## config.mk

```make
export PLATFORM = sky130hd
export DESIGN_NAME = trace_capture_ctrl
export DESIGN_NICKNAME = d
export VERILOG_FILES = /design/src/rtl/trc_pkg.sv /design/src/rtl/trc_filter.sv /design/src/rtl/trc_session.sv /design/src/rtl/trc_buffer.sv /design/src/rtl/trace_capture_ctrl.sv
export SDC_FILE = /design/constraint.sdc
export NUM_CORES = 1
export LEC_CHECK = 0
export CORE_AREA = 5 5 336 371
export DETAILED_ROUTE_END_ITERATION = 8
export DIE_AREA = 0 0 341 376
export HOLD_SLACK_MARGIN = 0.05
export PLACE_DENSITY = 0.61
export SYNTH_ARGS = -nofsm -noshare
export SYNTH_HDL_FRONTEND = slang
export SYNTH_HIERARCHICAL = 1
export SYNTH_SLANG_ARGS = --single-unit
```

## constraint.sdc

```tcl
create_clock -name clk -period 7 [get_ports clk]
set_input_delay 2.1 -clock clk [delete_from_list [all_inputs] [get_ports clk]]
set_output_delay 2.1 -clock clk [all_outputs]
set_load 0.005 [all_outputs]
```

## src/rtl/trc_pkg.sv

```systemverilog
// Shared types for the trace capture controller.
// Assumes: nothing beyond IEEE 1800-2017 enum support.
package trc_pkg;
    typedef enum logic [1:0] {
        TM_FLOW   = 2'd0,
        TM_LOOP   = 2'd1,
        TM_DETAIL = 2'd2,
        TM_PCALL  = 2'd3
    } trc_mode_e;

    typedef enum logic [1:0] {
        SS_IDLE = 2'd0,
        SS_WAIT = 2'd1,
        SS_RUN  = 2'd2,
        SS_DONE = 2'd3
    } sess_st_e;
endpackage

```

## src/rtl/trc_filter.sv

```systemverilog
// Capture qualifier: decides per cycle whether the selected mode wants an
// entry and forms the two-word entry. Holds the last stored source for loop
// suppression. Assumes: commit is high only in cycles where hit was high.
module trc_filter
    import trc_pkg::*;
#(
    parameter int WW = 16
) (
    input  logic            clk,
    input  logic            rst_n,
    input  trc_mode_e       mode,
    input  logic            clear,
    input  logic            commit,
    input  logic            bus_valid,
    input  logic            bus_free,
    input  logic            bus_opfetch,
    input  logic [WW-1:0]   bus_addr,
    input  logic [WW-1:0]   bus_data,
    input  logic            cof_valid,
    input  logic [WW-1:0]   cof_src,
    input  logic [WW-1:0]   cof_dst,
    output logic            hit,
    output logic [2*WW-1:0] entry
);
    logic          last_vld;
    logic [WW-1:0] last_src;
    logic          repeat_src;

    assign repeat_src = last_vld && (cof_src == last_src);

    // Select the per-mode qualifier and entry contents.
    always_comb begin
        hit   = 1'b0;
        entry = '0;
        case (mode)
            TM_FLOW: begin
                hit   = cof_valid;
                entry = {cof_src, cof_dst};
            end
            TM_LOOP: begin
                hit   = cof_valid && !repeat_src;
                entry = {cof_src, cof_dst};
            end
            TM_DETAIL: begin
                hit   = bus_valid && !bus_free && !bus_opfetch;
                entry = {bus_addr, bus_data};
            end
            default: begin
                hit   = bus_valid && bus_opfetch;
                entry = {bus_addr, {WW{1'b0}}};
            end
        endcase
    end

    // Remember the source address of the most recent stored flow entry.
    always_ff @(posedge clk) begin
        if (!rst_n || clear) begin
            last_vld <= 1'b0;
            last_src <= '0;
        end else if (commit && (mode == TM_FLOW || mode == TM_LOOP)) begin
            last_vld <= 1'b1;
            last_src <= cof_src;
        end
    end

    // a repeated source in loop mode never produces a stored entry
    a_r3_loop_skip: assert property (@(posedge clk) disable iff (!rst_n)
        (mode == TM_LOOP && commit) |-> !(last_vld && cof_src == last_src));
endmodule

```

## src/rtl/trc_session.sv

```systemverilog
// Session sequencer: idle, waiting for trigger, running, done. Latches the
// mode and alignment at arming and opens the capture window.
// Assumes: arm is a one-cycle pulse; DEPTH >= 2.
module trc_session
    import trc_pkg::*;
(
    input  logic      clk,
    input  logic      rst_n,
    input  logic      arm,
    input  trc_mode_e mode_in,
    input  logic      align_end_in,
    input  logic      trig,
    input  logic      wr,
    input  logic      fill_last,
    output trc_mode_e mode_q,
    output logic      align_q,
    output logic      window,
    output logic      stop,
    output logic      done
);
    sess_st_e st, st_n;

    assign window = (st == SS_RUN) || (st == SS_WAIT && trig);
    assign done   = (st == SS_DONE);
    assign stop   = (st_n == SS_DONE) && (st != SS_DONE);

    // Next-state selection; arm overrides every state.
    always_comb begin
        st_n = st;
        if (arm) begin
            st_n = align_end_in ? SS_RUN : SS_WAIT;
        end else begin
            case (st)
                SS_WAIT: if (trig) st_n = (wr && fill_last) ? SS_DONE : SS_RUN;
                SS_RUN:  if (align_q ? trig : (wr && fill_last)) st_n = SS_DONE;
                default: st_n = st;
            endcase
        end
    end

    // State register and per-session configuration latch.
    always_ff @(posedge clk) begin
        if (!rst_n) begin
            st      <= SS_IDLE;
            mode_q  <= TM_FLOW;
            align_q <= 1'b0;
        end else begin
            st <= st_n;
            if (arm) begin
                mode_q  <= mode_in;
                align_q <= align_end_in;
            end
        end
    end

    // waiting for a trigger only happens in begin alignment
    a_r6_wait_begin: assert property (@(posedge clk) disable iff (!rst_n)
        (st == SS_WAIT) |-> !align_q);
    // once stopped, only a new arm leaves the done state
    a_r9_done_holds: assert property (@(posedge clk) disable iff (!rst_n)
        (done && !arm) |=> done);
endmodule

```

## src/rtl/trc_buffer.sv

```systemverilog
// Trace memory with circular write pointer, valid-entry counter, overwrite
// flag and window read pointer. Entries are two words wide, read upper half
// first. Assumes: DEPTH is a power of two; rd_go only while stopped.
module trc_buffer #(
    parameter int WW    = 16,
    parameter int DEPTH = 32
) (
    input  logic                         clk,
    input  logic                         rst_n,
    input  logic                         clear,
    input  logic                         wr,
    input  logic [2*WW-1:0]              wdata,
    input  logic                         stop,
    input  logic                         rd_go,
    output logic [WW-1:0]                rd_data,
    output logic [$clog2(DEPTH+1)-1:0]   count,
    output logic                         wrapped,
    output logic                         fill_last
);
    localparam int PW = $clog2(DEPTH);
    localparam int CW = $clog2(DEPTH+1);

    logic [2*WW-1:0] mem [DEPTH];
    logic [PW-1:0]   wr_ptr, wr_ptr_nx;
    logic [PW:0]     rd_ptr;
    logic            is_full, wrapped_nx;
    logic [2*WW-1:0] rd_entry;

    assign is_full    = (count == CW'(DEPTH));
    assign fill_last  = (count == CW'(DEPTH - 1));
    assign wr_ptr_nx  = wr ? wr_ptr + 1'b1 : wr_ptr;
    assign wrapped_nx = wrapped || (wr && is_full);
    assign rd_entry   = mem[rd_ptr[PW:1]];
    assign rd_data    = rd_ptr[0] ? rd_entry[WW-1:0] : rd_entry[2*WW-1:WW];

    // Store the entry at the write pointer.
    always_ff @(posedge clk) begin
        if (wr) mem[wr_ptr] <= wdata;
    end

    // Write pointer, counter and overwrite flag.
    always_ff @(posedge clk) begin
        if (!rst_n || clear) begin
            wr_ptr  <= '0;
            count   <= '0;
            wrapped <= 1'b0;
        end else begin
            wr_ptr  <= wr_ptr_nx;
            wrapped <= wrapped_nx;
            if (wr && !is_full) count <= count + 1'b1;
        end
    end

    // Read pointer: placed at the oldest entry on stop, stepped per read.
    always_ff @(posedge clk) begin
        if (!rst_n || clear) begin
            rd_ptr <= '0;
        end else if (stop) begin
            rd_ptr <= wrapped_nx ? {wr_ptr_nx, 1'b0} : '0;
        end else if (rd_go) begin
            rd_ptr <= rd_ptr + 1'b1;
        end
    end

    // the counter never exceeds the memory depth
    a_r7_count_bound: assert property (@(posedge clk) disable iff (!rst_n)
        count <= CW'(DEPTH));
    // an overwrite implies a full memory
    a_r7_wrap_full: assert property (@(posedge clk) disable iff (!rst_n)
        wrapped |-> is_full);
    // arming empties the memory on the next edge
    a_r10_arm_clears: assert property (@(posedge clk) disable iff (!rst_n)
        clear |=> (count == '0 && !wrapped));
endmodule

```

## src/rtl/trace_capture_ctrl.sv

```systemverilog
// Top of the trace capture controller: joins the filter, session sequencer
// and buffer, gates recording with the capture window and secure input.
// Assumes: change-of-flow decoding is done upstream; arm is a pulse.
module trace_capture_ctrl
    import trc_pkg::*;
#(
    parameter int WW    = 16,
    parameter int DEPTH = 32
) (
    input  logic                         clk,
    input  logic                         rst_n,
    input  logic                         arm,
    input  logic [1:0]                   mode,
    input  logic                         align_end,
    input  logic                         trig,
    input  logic                         secure,
    input  logic                         bus_valid,
    input  logic                         bus_free,
    input  logic                         bus_opfetch,
    input  logic [WW-1:0]                bus_addr,
    input  logic [WW-1:0]                bus_data,
    input  logic                         cof_valid,
    input  logic [WW-1:0]                cof_src,
    input  logic [WW-1:0]                cof_dst,
    input  logic                         rd_en,
    output logic [WW-1:0]                rd_data,
    output logic [$clog2(DEPTH+1)-1:0]   entry_count,
    output logic                         wrapped
);
    trc_mode_e       mode_q;
    logic            align_q, window, stop, done, hit, wr, fill_last;
    logic [2*WW-1:0] entry;

    assign wr = window && hit && !secure && !arm;

    trc_session u_session (
        .clk          (clk),
        .rst_n        (rst_n),
        .arm          (arm),
        .mode_in      (trc_mode_e'(mode)),
        .align_end_in (align_end),
        .trig         (trig),
        .wr           (wr),
        .fill_last    (fill_last),
        .mode_q       (mode_q),
        .align_q      (align_q),
        .window       (window),
        .stop         (stop),
        .done         (done)
    );

    trc_filter #(.WW(WW)) u_filter (
        .clk         (clk),
        .rst_n       (rst_n),
        .mode        (mode_q),
        .clear       (arm),
        .commit      (wr),
        .bus_valid   (bus_valid),
        .bus_free    (bus_free),
        .bus_opfetch (bus_opfetch),
        .bus_addr    (bus_addr),
        .bus_data    (bus_data),
        .cof_valid   (cof_valid),
        .cof_src     (cof_src),
        .cof_dst     (cof_dst),
        .hit         (hit),
        .entry       (entry)
    );

    trc_buffer #(.WW(WW), .DEPTH(DEPTH)) u_buffer (
        .clk       (clk),
        .rst_n     (rst_n),
        .clear     (arm),
        .wr        (wr),
        .wdata     (entry),
        .stop      (stop),
        .rd_go     (rd_en && done),
        .rd_data   (rd_data),
        .count     (entry_count),
        .wrapped   (wrapped),
        .fill_last (fill_last)
    );

    // secured cycles leave the counter untouched
    a_r8_secure_blocks: assert property (@(posedge clk) disable iff (!rst_n)
        (secure && !arm) |=> (entry_count == $past(entry_count)));
    // begin alignment never overwrites
    a_r6_no_wrap_begin: assert property (@(posedge clk) disable iff (!rst_n)
        (!align_q && !arm) |=> !wrapped);
    // a stopped session records nothing more
    a_r9_frozen: assert property (@(posedge clk) disable iff (!rst_n)
        (done && !arm) |=> ($stable(entry_count) && $stable(wrapped)));
endmodule

```

==> results of run 1 <==
-- worst paths after layout --
path / endpoint / slack [ns] / cells after the start
worst min-delay path: u_filter/last_src[4]$_SDFFE_PP0P_ / 0.47 / 2
worst max register to register: u_buffer/mem[19][6]$_DFFE_PP_ / 3.04 / 7
worst min register to register: u_filter/last_src[4]$_SDFFE_PP0P_ / 0.47 / 2
worst max-delay path: rd_data[2] / 0.33 / 9
-- per-stage QoR --
stage / power, mW / util [%] / hold WS [ns]
floorplan: 7.33 / - / 0.440
global placement: 7.49 / 37.5 / 0.449
detailed placement: 7.50 / 37.5 / 0.463
CTS: 13.1 / 40.4 / 0.472
global route: 13.4 / 40.4 / 0.489
finish: 13.0 / 40.4 / 0.470
-- report_power, final --
| part | total (mW) | internal, mW | switching, mW |
|---|---|---|---|
| Sequential | 7.08 | 7.07 | 0.0117 |
| Clock | 5.67 | 3.29 | 2.38 |
| Combinational | 0.284 | 0.0780 | 0.206 |
| Total | 13.0 | 10.4 | 2.60 |
-- registers in the layout, indices dropped and copies added, names as in the netlist, named ones only --
signal,flops
u_buffer/count,6
u_buffer/mem,1024
u_buffer/rd_ptr,6
u_buffer/wrapped,1
u_session/mode_q,2
u_filter/last_src,16
u_filter/last_vld,1
u_session/st,2
u_session/align_q,1
u_buffer/wr_ptr,5
-- layer usage --
layer | vias to the layer above | global-route usage [%]
li1 | 8904 | -
met1 | 11200 | 21.1
met2 | 803 | 26.6
met3 | 150 | 3.40
met4 | 0 | 4.59
met5 | - | 0
-- kinds of logic after synthesis --
| kind of cell | Yosys count |
|---|---|
| and+or+nand+nor | 273 |
| AOI/OAI and AO/OA | 248 |
| adders and majority gates | 11 |
| muxes | 304 |
| buffers and inverters | 145 |
| DFF | 1069 |
| xor gates and xnor gates | 28 |
-- synthesized netlist by cell type, drive strengths merged, types with 2 or more instances --
library cell     n
a2111oi         22
a211oi          13
a21boi           2
a21oi           46
a22oi           28
a311o            2
a31o             2
and2             3
and3             2
buf             69
clkbuf          48
dfxtp           45
edfxtp        1024
ha              11
inv             28
mux2            49
mux2i           19
mux4           236
nand2           82
nand2b          12
nand3            6
nand3b           4
nand4            8
nor2            93
nor2b           31
nor3            15
nor4             3
o211ai          10
o21ai           51
o22a             5
o22ai           51
o32ai            2
o41ai           10
or3              4
or3b             3
xnor2           11
xor2            17
-- area by class of cell --
class	count	area [µm²]	area share [%]
Timing Repair Buffer	184	1820	3.73
Multi-Input combinational cell	864	9650	19.8
Clock buffer	127	2720	5.59
Sequential cell	1069	31700	65.1
Tap cell	1564	1960	4.02
Inverter	28	105	0.216
Clock inverter	64	742	1.52
-- critical path, delay by kind of cell, from the launching register on --
kind	cells	cell delay [ns]
multiplexers	1	0.54
AO/OA/AOI/OAI	2	0.64
buffers and inverters	4	1.50
AND/OR/NAND/NOR	2	0.36
flip-flops	1	0.80
==> results_dict.tcl, run 1 <==
set metrics [dict create \
    setup_viol 0 \
    yosysSeqAreaShare_pct 75.8 \
    synth.ff_latch_count 1069 \
    die_w_um 341 \
    rsz0062_at_grt "no" \
    ys.warnings.count 6 \
    p_leak_nw 14.5 \
    dpl.cell_count 3709 \
    fillers 10500 \
    clk_latency_ns 0.69 \
    stdcell_count 3900 \
    slowest_stage "dfxtp_4" \
    num_vias 21100 \
    ys_top_cells_by_area "edfxtp_1 74%, mux4_2 13%, dfxtp_1 2.2%" \
    syn_inst 2078 \
    yosysUniqueCellTypes 57 \
    design_area_um2 48700 \
    critical_path.cell_chain "buf_12 -> buf_4 -> buf_4 -> mux4_2 -> o22ai_1 -> nor4b_1 -> a21oi_1 -> nand2_1 -> clkdlybuf4s50_1" \
    cts-resized-gates 0 \
    first_global_vias 21900 \
    pre_cts_ws_ns 1.02 \
    clkTransAtPathRegs_ns 0.06 \
    drive_above_1_share_pct 25.4 \
    post-route-period-util_pct 95.3 \
    dr_wl_met3_mm 7.54 \
    p_per_area_nw_per_um2 268 \
    cp-end-kind "primary output" \
    yosys.area.top_type "edfxtp_1" \
    r2r-start "u_session/mode_q[1]$_SDFFE_PN0P_" \
    top_layer_used "met4" \
    core_area_um2 121000 \
    port_buffers 99 \
    antenna_left 0 \
    vias_per_cell 5.41 \
    synth_fa_ha_area_share_pct 0.330 \
    io_pins 100 \
    wl_met1_mm 42.0 \
    cts_htree_levels 3 \
    drt_iter0_drc 2080 \
    die-height_um 376 \
    slew_viol_final 0 \
    vdd_ir_drop_max_mv 0.192 \
    cts_sinks 1069 \
    path_class "flop to primary output" \
    syn_nets 2166 \
    synth_simple_gate_area_share_pct 3.09 \
    layout_setup_ws_ns 0.332 \
    maxCapViolCount 0 \
    grt-ovfl-total 0 \
    gp_congestion 0.830 \
    antenna_cells 0 \
    clock-root-buffer "clkbuf_16" \
    post_cts_buffers 0 \
    setup_tns_ns 0 \
    synth_xor_area_share_pct 0.587 \
    tightest_slew_ns 1.33 \
    synth_top_family_by_area "multiplexers" \
    grt_antenna_before_repair 1 \
    grt_pass1_wl_mm 151 \
    fin_worst_skew_ns 0.0420 \
    cp-start-kind "flop" \
    numCtsBuffers 103 \
    final_nets 2338 \
    fmax_mhz 150 \
    synth_mux_area_share_pct 14.5 \
    crit_fanout 37 \
    cp.required_ns 4.90 \
    design.die.area_um2 128000 \
    synth-compound-area-share_pct 3.90 \
    syn_area_per_cell_um2 20.1 \
    wl_met2_mm 51.4 \
    start_util_pct 34.6 \
    drt-total-wl_mm 104 \
    syn_area_um2 41800 \
    cts_tree "yes" \
    grt_max_degree 66 \
    postPlaceCellArea_um2 45200 \
    worstHoldStart "u_filter/last_src[4]$_SDFFE_PP0P_" \
    grt_usage_pct 15.9 \
    layout_commonest_cell "edfxtp_1" \
    drc_errors 0 \
    status "finished clean" \
    hold_violations 0 \
    slowest_delay_ns 0.80 \
    area_delta_synth_final_pct 16.5 \
    mostFrequentLayoutCells "1024 x edfxtp_1, 236 x mux4_2, 105 x clkbuf_16, 99 x clkdlybuf4s50_1, 81 x nand2_1" \
    synth_top_area_share_pct 73.6 \
    drtPass1Iterations 5 \
    cts_hold_buf 0 \
    synth-edff-count 1024 \
    async_flop_share_pct 0 \
    clk_path_buf_depth 3 \
    timing.slew.headroom_pct 11.3 \
    row_count 134 \
    hp-class "flop to flop" \
    path_common_cell "buf_4" \
    arrival_ns 4.57 \
    synth_ff_type "edfxtp_1" \
    fin_crit_ns 6.67 \
    hpwl_mm 62.8 \
    avgRoutedWirePerCell_um 26.6 \
]
(Power assumes the default switching activity.)
==> inputs of run 2 (changes only) <==
--- a/config.mk
+++ b/config.mk
@@ -5,12 +5,11 @@
 export SDC_FILE = /design/constraint.sdc
 export NUM_CORES = 1
 export LEC_CHECK = 0
-export CORE_AREA = 5 5 336 371
+export CORE_AREA = 5 5 335 370
 export DETAILED_ROUTE_END_ITERATION = 8
-export DIE_AREA = 0 0 341 376
+export DIE_AREA = 0 0 340 375
 export HOLD_SLACK_MARGIN = 0.05
 export PLACE_DENSITY = 0.61
 export SYNTH_ARGS = -nofsm -noshare
 export SYNTH_HDL_FRONTEND = slang
-export SYNTH_HIERARCHICAL = 1
 export SYNTH_SLANG_ARGS = --single-unit
==> constraint.sdc (replaced) <==
create_clock -name clk -period 7.1 [get_ports clk]
set_input_delay 2.13 -clock clk [delete_from_list [all_inputs] [get_ports clk]]
set_output_delay 2.13 -clock clk [all_outputs]
set_load 0.005 [all_outputs]
==> results_dict.tcl, run 2 <==
set metrics [dict create \
    gp_congestion 0.779 \
    first_global_vias 20500 \
    syn_area_per_cell_um2 22.9 \
    largest_reg_flops 1024 \
    fin_crit_ns 6.32 \
    drtPass1Iterations 5 \
    p_per_area_nw_per_um2 265 \
    vdd_ir_drop_max_mv 0.190 \
    slowest_stage "dfxtp_4" \
    p_leak_nw 14.5 \
    power.share.clock_pct 41.3 \
    cts_tree "yes" \
    clk_latency_ns 0.68 \
    layout_commonest_cell "edfxtp_1" \
    area_delta_synth_final_pct 16.2 \
    path_common_cell "mux4_2" \
    syn_area_um2 41500 \
    cp-end-kind "primary output" \
    cp_num_buf_inv 2 \
    row_count 134 \
    cts_sinks 1069 \
    crit_fanout 60 \
    hold_violations 0 \
    syn_inst 1812 \
    path_delay_family "multiplexers" \
    start_util_pct 34.6 \
    power_frac_comb_pct 4.1 \
    largestRegisters "u_buffer.mem (1024), u_filter.last_src (16)" \
    post_cts_buffers 0 \
    fmax_mhz 158 \
    crit_cells 5 \
    setup_tns_ns 0 \
    use_met3_pct 2.67 \
    fin_worst_skew_ns 0.0217 \
    yosysUniqueCellTypes 42 \
    hpwl_mm 59.9 \
    antenna_cells 0 \
    drt_iter0_drc 1903 \
    tightest_slew_ns 1.27 \
    die_w_um 340 \
    drc_errors 0 \
    min_path_cells 2 \
    critical_path.cell_chain "buf_12 -> mux4_2 -> mux4_2 -> mux4_2 -> clkdlybuf4s50_1" \
    io_pins 100 \
    ys.warnings.count 0 \
    p_int_mw 10.1 \
    cts_hold_buf 0 \
    post-route-util_pct 40.1 \
    postPlaceCellArea_um2 45000 \
    post-route-period-util_pct 89.0 \
    vias_per_cell 5.44 \
    cp-start-kind "flop" \
    dpl.cell_count 3443 \
    switchingPower_mw 2.66 \
    status "finished clean" \
    async_flop_share_pct 0 \
    cp.required_ns 4.97 \
    syn_nets 1900 \
    grt_antenna_before_repair 3 \
    mostFrequentLayoutCells "1024 x edfxtp_1, 336 x mux4_2, 102 x clkbuf_16, 99 x clkdlybuf4s50_1, 59 x nand2_1" \
    synth-edff-count 1024 \
    yosys.area.top_type "edfxtp_1" \
    grt_usage_pct 16.0 \
    final_nets 2072 \
    maxCapViolCount 0 \
    clk_path_buf_depth 3 \
    hp-class "flop to flop" \
    p_seq_share_pct 54.6 \
    antenna_left 0 \
    slowest_delay_ns 0.79 \
    drt-total-wl_mm 103 \
    design_area_um2 48300 \
    grt-ovfl-total 0 \
    pre_cts_ws_ns 0.946 \
    avgRoutedWirePerCell_um 28.4 \
    synthTopCellsByCount "1024 x edfxtp_1, 336 x mux4_2, 61 x clkbuf_1, 59 x nand2_1, 45 x dfxtp_1" \
    timing.slew.headroom_pct 15.2 \
    die-height_um 375 \
    cts-resized-gates 0 \
    regMostFlops "u_buffer.mem" \
    setup_viol 0 \
    port_buffers 99 \
    synth_ff_type "edfxtp_1" \
    yosysSeqAreaShare_pct 76.2 \
    slew_viol_final 0 \
    design.die.area_um2 128000 \
    cts_htree_levels 3 \
    p_total_mw 12.8 \
    core_area_um2 120000 \
    numCtsBuffers 102 \
    fillers 10300 \
    stdcell_count 3636 \
    synth.ff_latch_count 1069 \
    r2r-start "u_session.st[0]$_SDFF_PN0_" \
    clock-root-buffer "clkbuf_16" \
    num_vias 19800 \
    switching_share_pct 20.8 \
    path_class "flop to primary output" \
    layout_setup_ws_ns 0.781 \
    busiest_layer "met2" \
    rsz0062_at_grt "no" \
    rr_worst_depth 7 \
    worstHoldStart "u_filter.last_src[12]$_SDFFE_PP0P_" \
    grt_pass1_wl_mm 148 \
    use_met2_pct 26.3 \
    yosysMostFrequentCell "edfxtp_1" \
    ys_top_cells_by_area "edfxtp_1 74%, mux4_2 18%, dfxtp_1 2.2%" \
    clkTransAtPathRegs_ns 0.06 \
    drive_above_1_share_pct 30.3 \
    grt_max_degree 69 \
    grt_util_met1_pct 22.4 \
    synth_top_area_share_pct 74.0 \
    fin_hold_ws_ns 0.466 \
    arrival_ns 4.19 \
]
[run 2: final cells by class]
type	instances	area (µm²)	share of cell area, %
inverters	24	90.1	0.187
well taps	1564	1960	4.06
multi-input cells	620	9530	19.7
clock buffers	132	2710	5.61
clock inverters	60	534	1.11
flip-flops and latches	1069	31700	65.6
repair buffers	167	1770	3.67
[run 2: power groups by stage]
stage | logic [mW] | clock network, mW | registers [mW]
final | 0.531 | 5.29 | 6.99
after detailed placement | 0.542 | 0 | 7.13
after global routing | 0.571 | 5.65 | 6.99
after CTS | 0.542 | 5.39 | 6.99
after global placement | 0.525 | 0 | 7.13
after floorplan | 0.307 | 0 | 7.11
[run 2: worst reg2reg max path, cell delays in order, from the launching register on]
cell and delay [ns]:
dfxtp_1 0.37, inv_1 0.13, ha_1 0.22, a21oi_1 0.08
nor4_1 0.49, o211a_1 0.96, nand2_1 0.35, nor2_4 0.97
[run 2: logic make-up (layout without fill, tap and decap cells)]
logic type	count (synthesis)	after routing	share of synthesized area (%)
flops	1069	1069	76.2
mux	357	357	18.8
fa+ha+maj	11	11	0.331
simple gates	158	158	1.90
buf+inv	123	383	1.27
compound gates	66	66	0.952
xor+xnor	28	28	0.590
[run 2: metal layers]
| layer | wire length (µm) | share of wire [%] | up-vias |
|---|---|---|---|
| met3 | 7630 | 7.4 | 141 |
| met5 | 0 | 0 | - |
| li1 | - | - | 8040 |
| met4 | 2110 | 2.0 | 0 |
| met1 | 42900 | 42 | 10800 |
| met2 | 50600 | 49 | 820 |
[run 2: path summary, 6_finish.rpt]
path,end,slack (ns)
worst max-delay path,rd_data[6],0.78
worst min-delay path,u_filter.last_src[12]$_SDFFE_PP0P_,0.47
worst max register to register,u_buffer.mem[29][15]$_DFFE_PP_,3.12
worst min register to register,u_filter.last_src[12]$_SDFFE_PP0P_,0.47
==> inputs of run 3 (changes only) <==
--- a/config.mk
+++ b/config.mk
@@ -9,7 +9,7 @@
 export DETAILED_ROUTE_END_ITERATION = 8
 export DIE_AREA = 0 0 340 375
 export HOLD_SLACK_MARGIN = 0.05
-export PLACE_DENSITY = 0.61
+export PLACE_DENSITY = 0.6
 export SYNTH_ARGS = -nofsm -noshare
 export SYNTH_HDL_FRONTEND = slang
 export SYNTH_SLANG_ARGS = --single-unit
==> results_dict.tcl, run 3 (synthesis results as in run 2) <==
set metrics [dict create \
    status "finished clean" \
    power.share.clock_pct 41.7 \
    p_seq_share_pct 53.9 \
    mostFrequentLayoutCells "1024 x edfxtp_1, 336 x mux4_2, 108 x clkbuf_16, 99 x clkdlybuf4s50_1, 59 x nand2_1" \
    post_cts_buffers 0 \
    arrival_ns 4.14 \
    antenna_cells 0 \
    largest_reg_flops 1024 \
    cts-resized-gates 0 \
    gp_congestion 0.785 \
    layout_commonest_cell "edfxtp_1" \
    clk_latency_ns 0.68 \
    drive_above_1_share_pct 29.2 \
    cp-end-kind "primary output" \
    grt_usage_pct 15.7 \
    post-route-util_pct 40.0 \
    hpwl_mm 59.4 \
    cp-start-kind "flop" \
    clock-root-buffer "clkbuf_16" \
    rsz0062_at_grt "no" \
    grt_antenna_before_repair 5 \
    cts_tree "yes" \
    fin_hold_ws_ns 0.472 \
    top_layer_used "met5" \
    drc_errors 0 \
    p_int_mw 10.3 \
    switching_share_pct 20.8 \
    hp-class "flop to flop" \
    path_class "flop to primary output" \
    tightest_slew_ns 1.37 \
    post-route-period-util_pct 88.3 \
    hold_violations 0 \
    die_w_um 340 \
    setup_viol 0 \
    setup_tns_ns 0 \
    fmax_mhz 160 \
    clk_path_buf_depth 3 \
    largestRegisters "u_buffer.mem (1024), u_filter.last_src (16)" \
    grt_pass1_wl_mm 146 \
    die-height_um 375 \
    avgRoutedWirePerCell_um 27.9 \
    cp.required_ns 4.97 \
    p_leak_nw 14.3 \
    crit_fanout 56 \
    area_delta_synth_final_pct 15.7 \
    seq_area_um2 31700 \
    pre_cts_ws_ns 1.32 \
    p_per_area_nw_per_um2 270 \
    maxCapViolCount 0 \
    final_nets 2047 \
    regMostFlops "u_buffer.mem" \
    num_vias 19300 \
    port_buffers 99 \
    start_util_pct 34.6 \
    power_frac_comb_pct 4.4 \
    wl_met1_mm 42.2 \
    fin_worst_skew_ns 0.0198 \
    dr_wl_met3_mm 6.99 \
    vdd_ir_drop_max_mv 0.213 \
    row_count 134 \
    antenna_left 0 \
    cts_htree_levels 3 \
    io_pins 100 \
    timing.slew.headroom_pct 8.61 \
    grt-ovfl-total 0 \
    drt-total-wl_mm 101 \
    cts_sinks 1069 \
    design.die.area_um2 128000 \
    cts_hold_buf 0 \
    vias_per_cell 5.36 \
    drtPass1Iterations 5 \
    drt_iter0_drc 1954 \
    switchingPower_mw 2.69 \
    wl_met2_mm 49.9 \
    multi_input_area_um2 9590 \
    first_global_vias 20100 \
    fin_crit_ns 6.27 \
    clkTransAtPathRegs_ns 0.06 \
    fillers 10300 \
    layout_setup_ws_ns 0.832 \
    grt_max_degree 57 \
    core_area_um2 120000 \
    numCtsBuffers 106 \
    slew_viol_final 0 \
]
==> run 3: layer usage <==
layer / track usage (%) / vias up
li1: - / 7978
met1: 21.7 / 10500
met2: 25.9 / 729
met3: 3.16 / 110
met4: 3.65 / 2
met5: 0 / -
==> run 3: per-stage QoR <==
| stage | std cells | total power, mW | cell area [µm²] |
|---|---|---|---|
| floorplan | 1812 | 7.42 | 41500 |
| global placement | 3415 | 7.68 | 44700 |
| detailed placement | 3415 | 7.70 | 44700 |
| CTS | 3610 | 13.1 | 48100 |
| global route | 3610 | 13.4 | 48100 |
| finish | 3610 | 13.0 | 48100 |
==> run 3: power by group through the flow <==
stage / registers [mW] / logic, mW / clock network (mW)
6_report: 6.99 / 0.564 / 5.41
3_3_place_gp: 7.12 / 0.556 / 0
2_1_floorplan: 7.11 / 0.307 / 0
5_1_grt: 6.99 / 0.603 / 5.78
3_5_place_dp: 7.12 / 0.575 / 0
4_1_cts: 6.99 / 0.576 / 5.51
==> run 3: worst max-delay path, cell delays in order, from the launching register on <==
cell	delay, ns
dfxtp_4	0.74
buf_12	0.47
mux4_2	0.59
mux4_2	0.52
mux4_2	0.57
clkdlybuf4s50_1	0.48
==> run 3: area by class of cell <==
type	count	area share, %
flip-flops and latches	1069	65.9
multi-input cells	620	19.9
clock buffers	133	5.82
well taps	1564	4.07
repair buffers	138	2.93
clock inverters	62	1.15
inverters	24	0.187
==> run 3: final timing paths <==
path / from / to / slack (ns) / cells after the start
max: flop / rd_data[14] / 0.83 / 5
min reg2reg: u_filter.last_src[8]$_SDFFE_PP0P_ / u_filter.last_src[8]$_SDFFE_PP0P_ / 0.47 / 2
min: u_filter.last_src[8]$_SDFFE_PP0P_ / u_filter.last_src[8]$_SDFFE_PP0P_ / 0.47 / 2
max reg2reg: u_session.st[0]$_SDFF_PN0_ / u_buffer.mem[29][2]$_DFFE_PP_ / 3.39 / 7
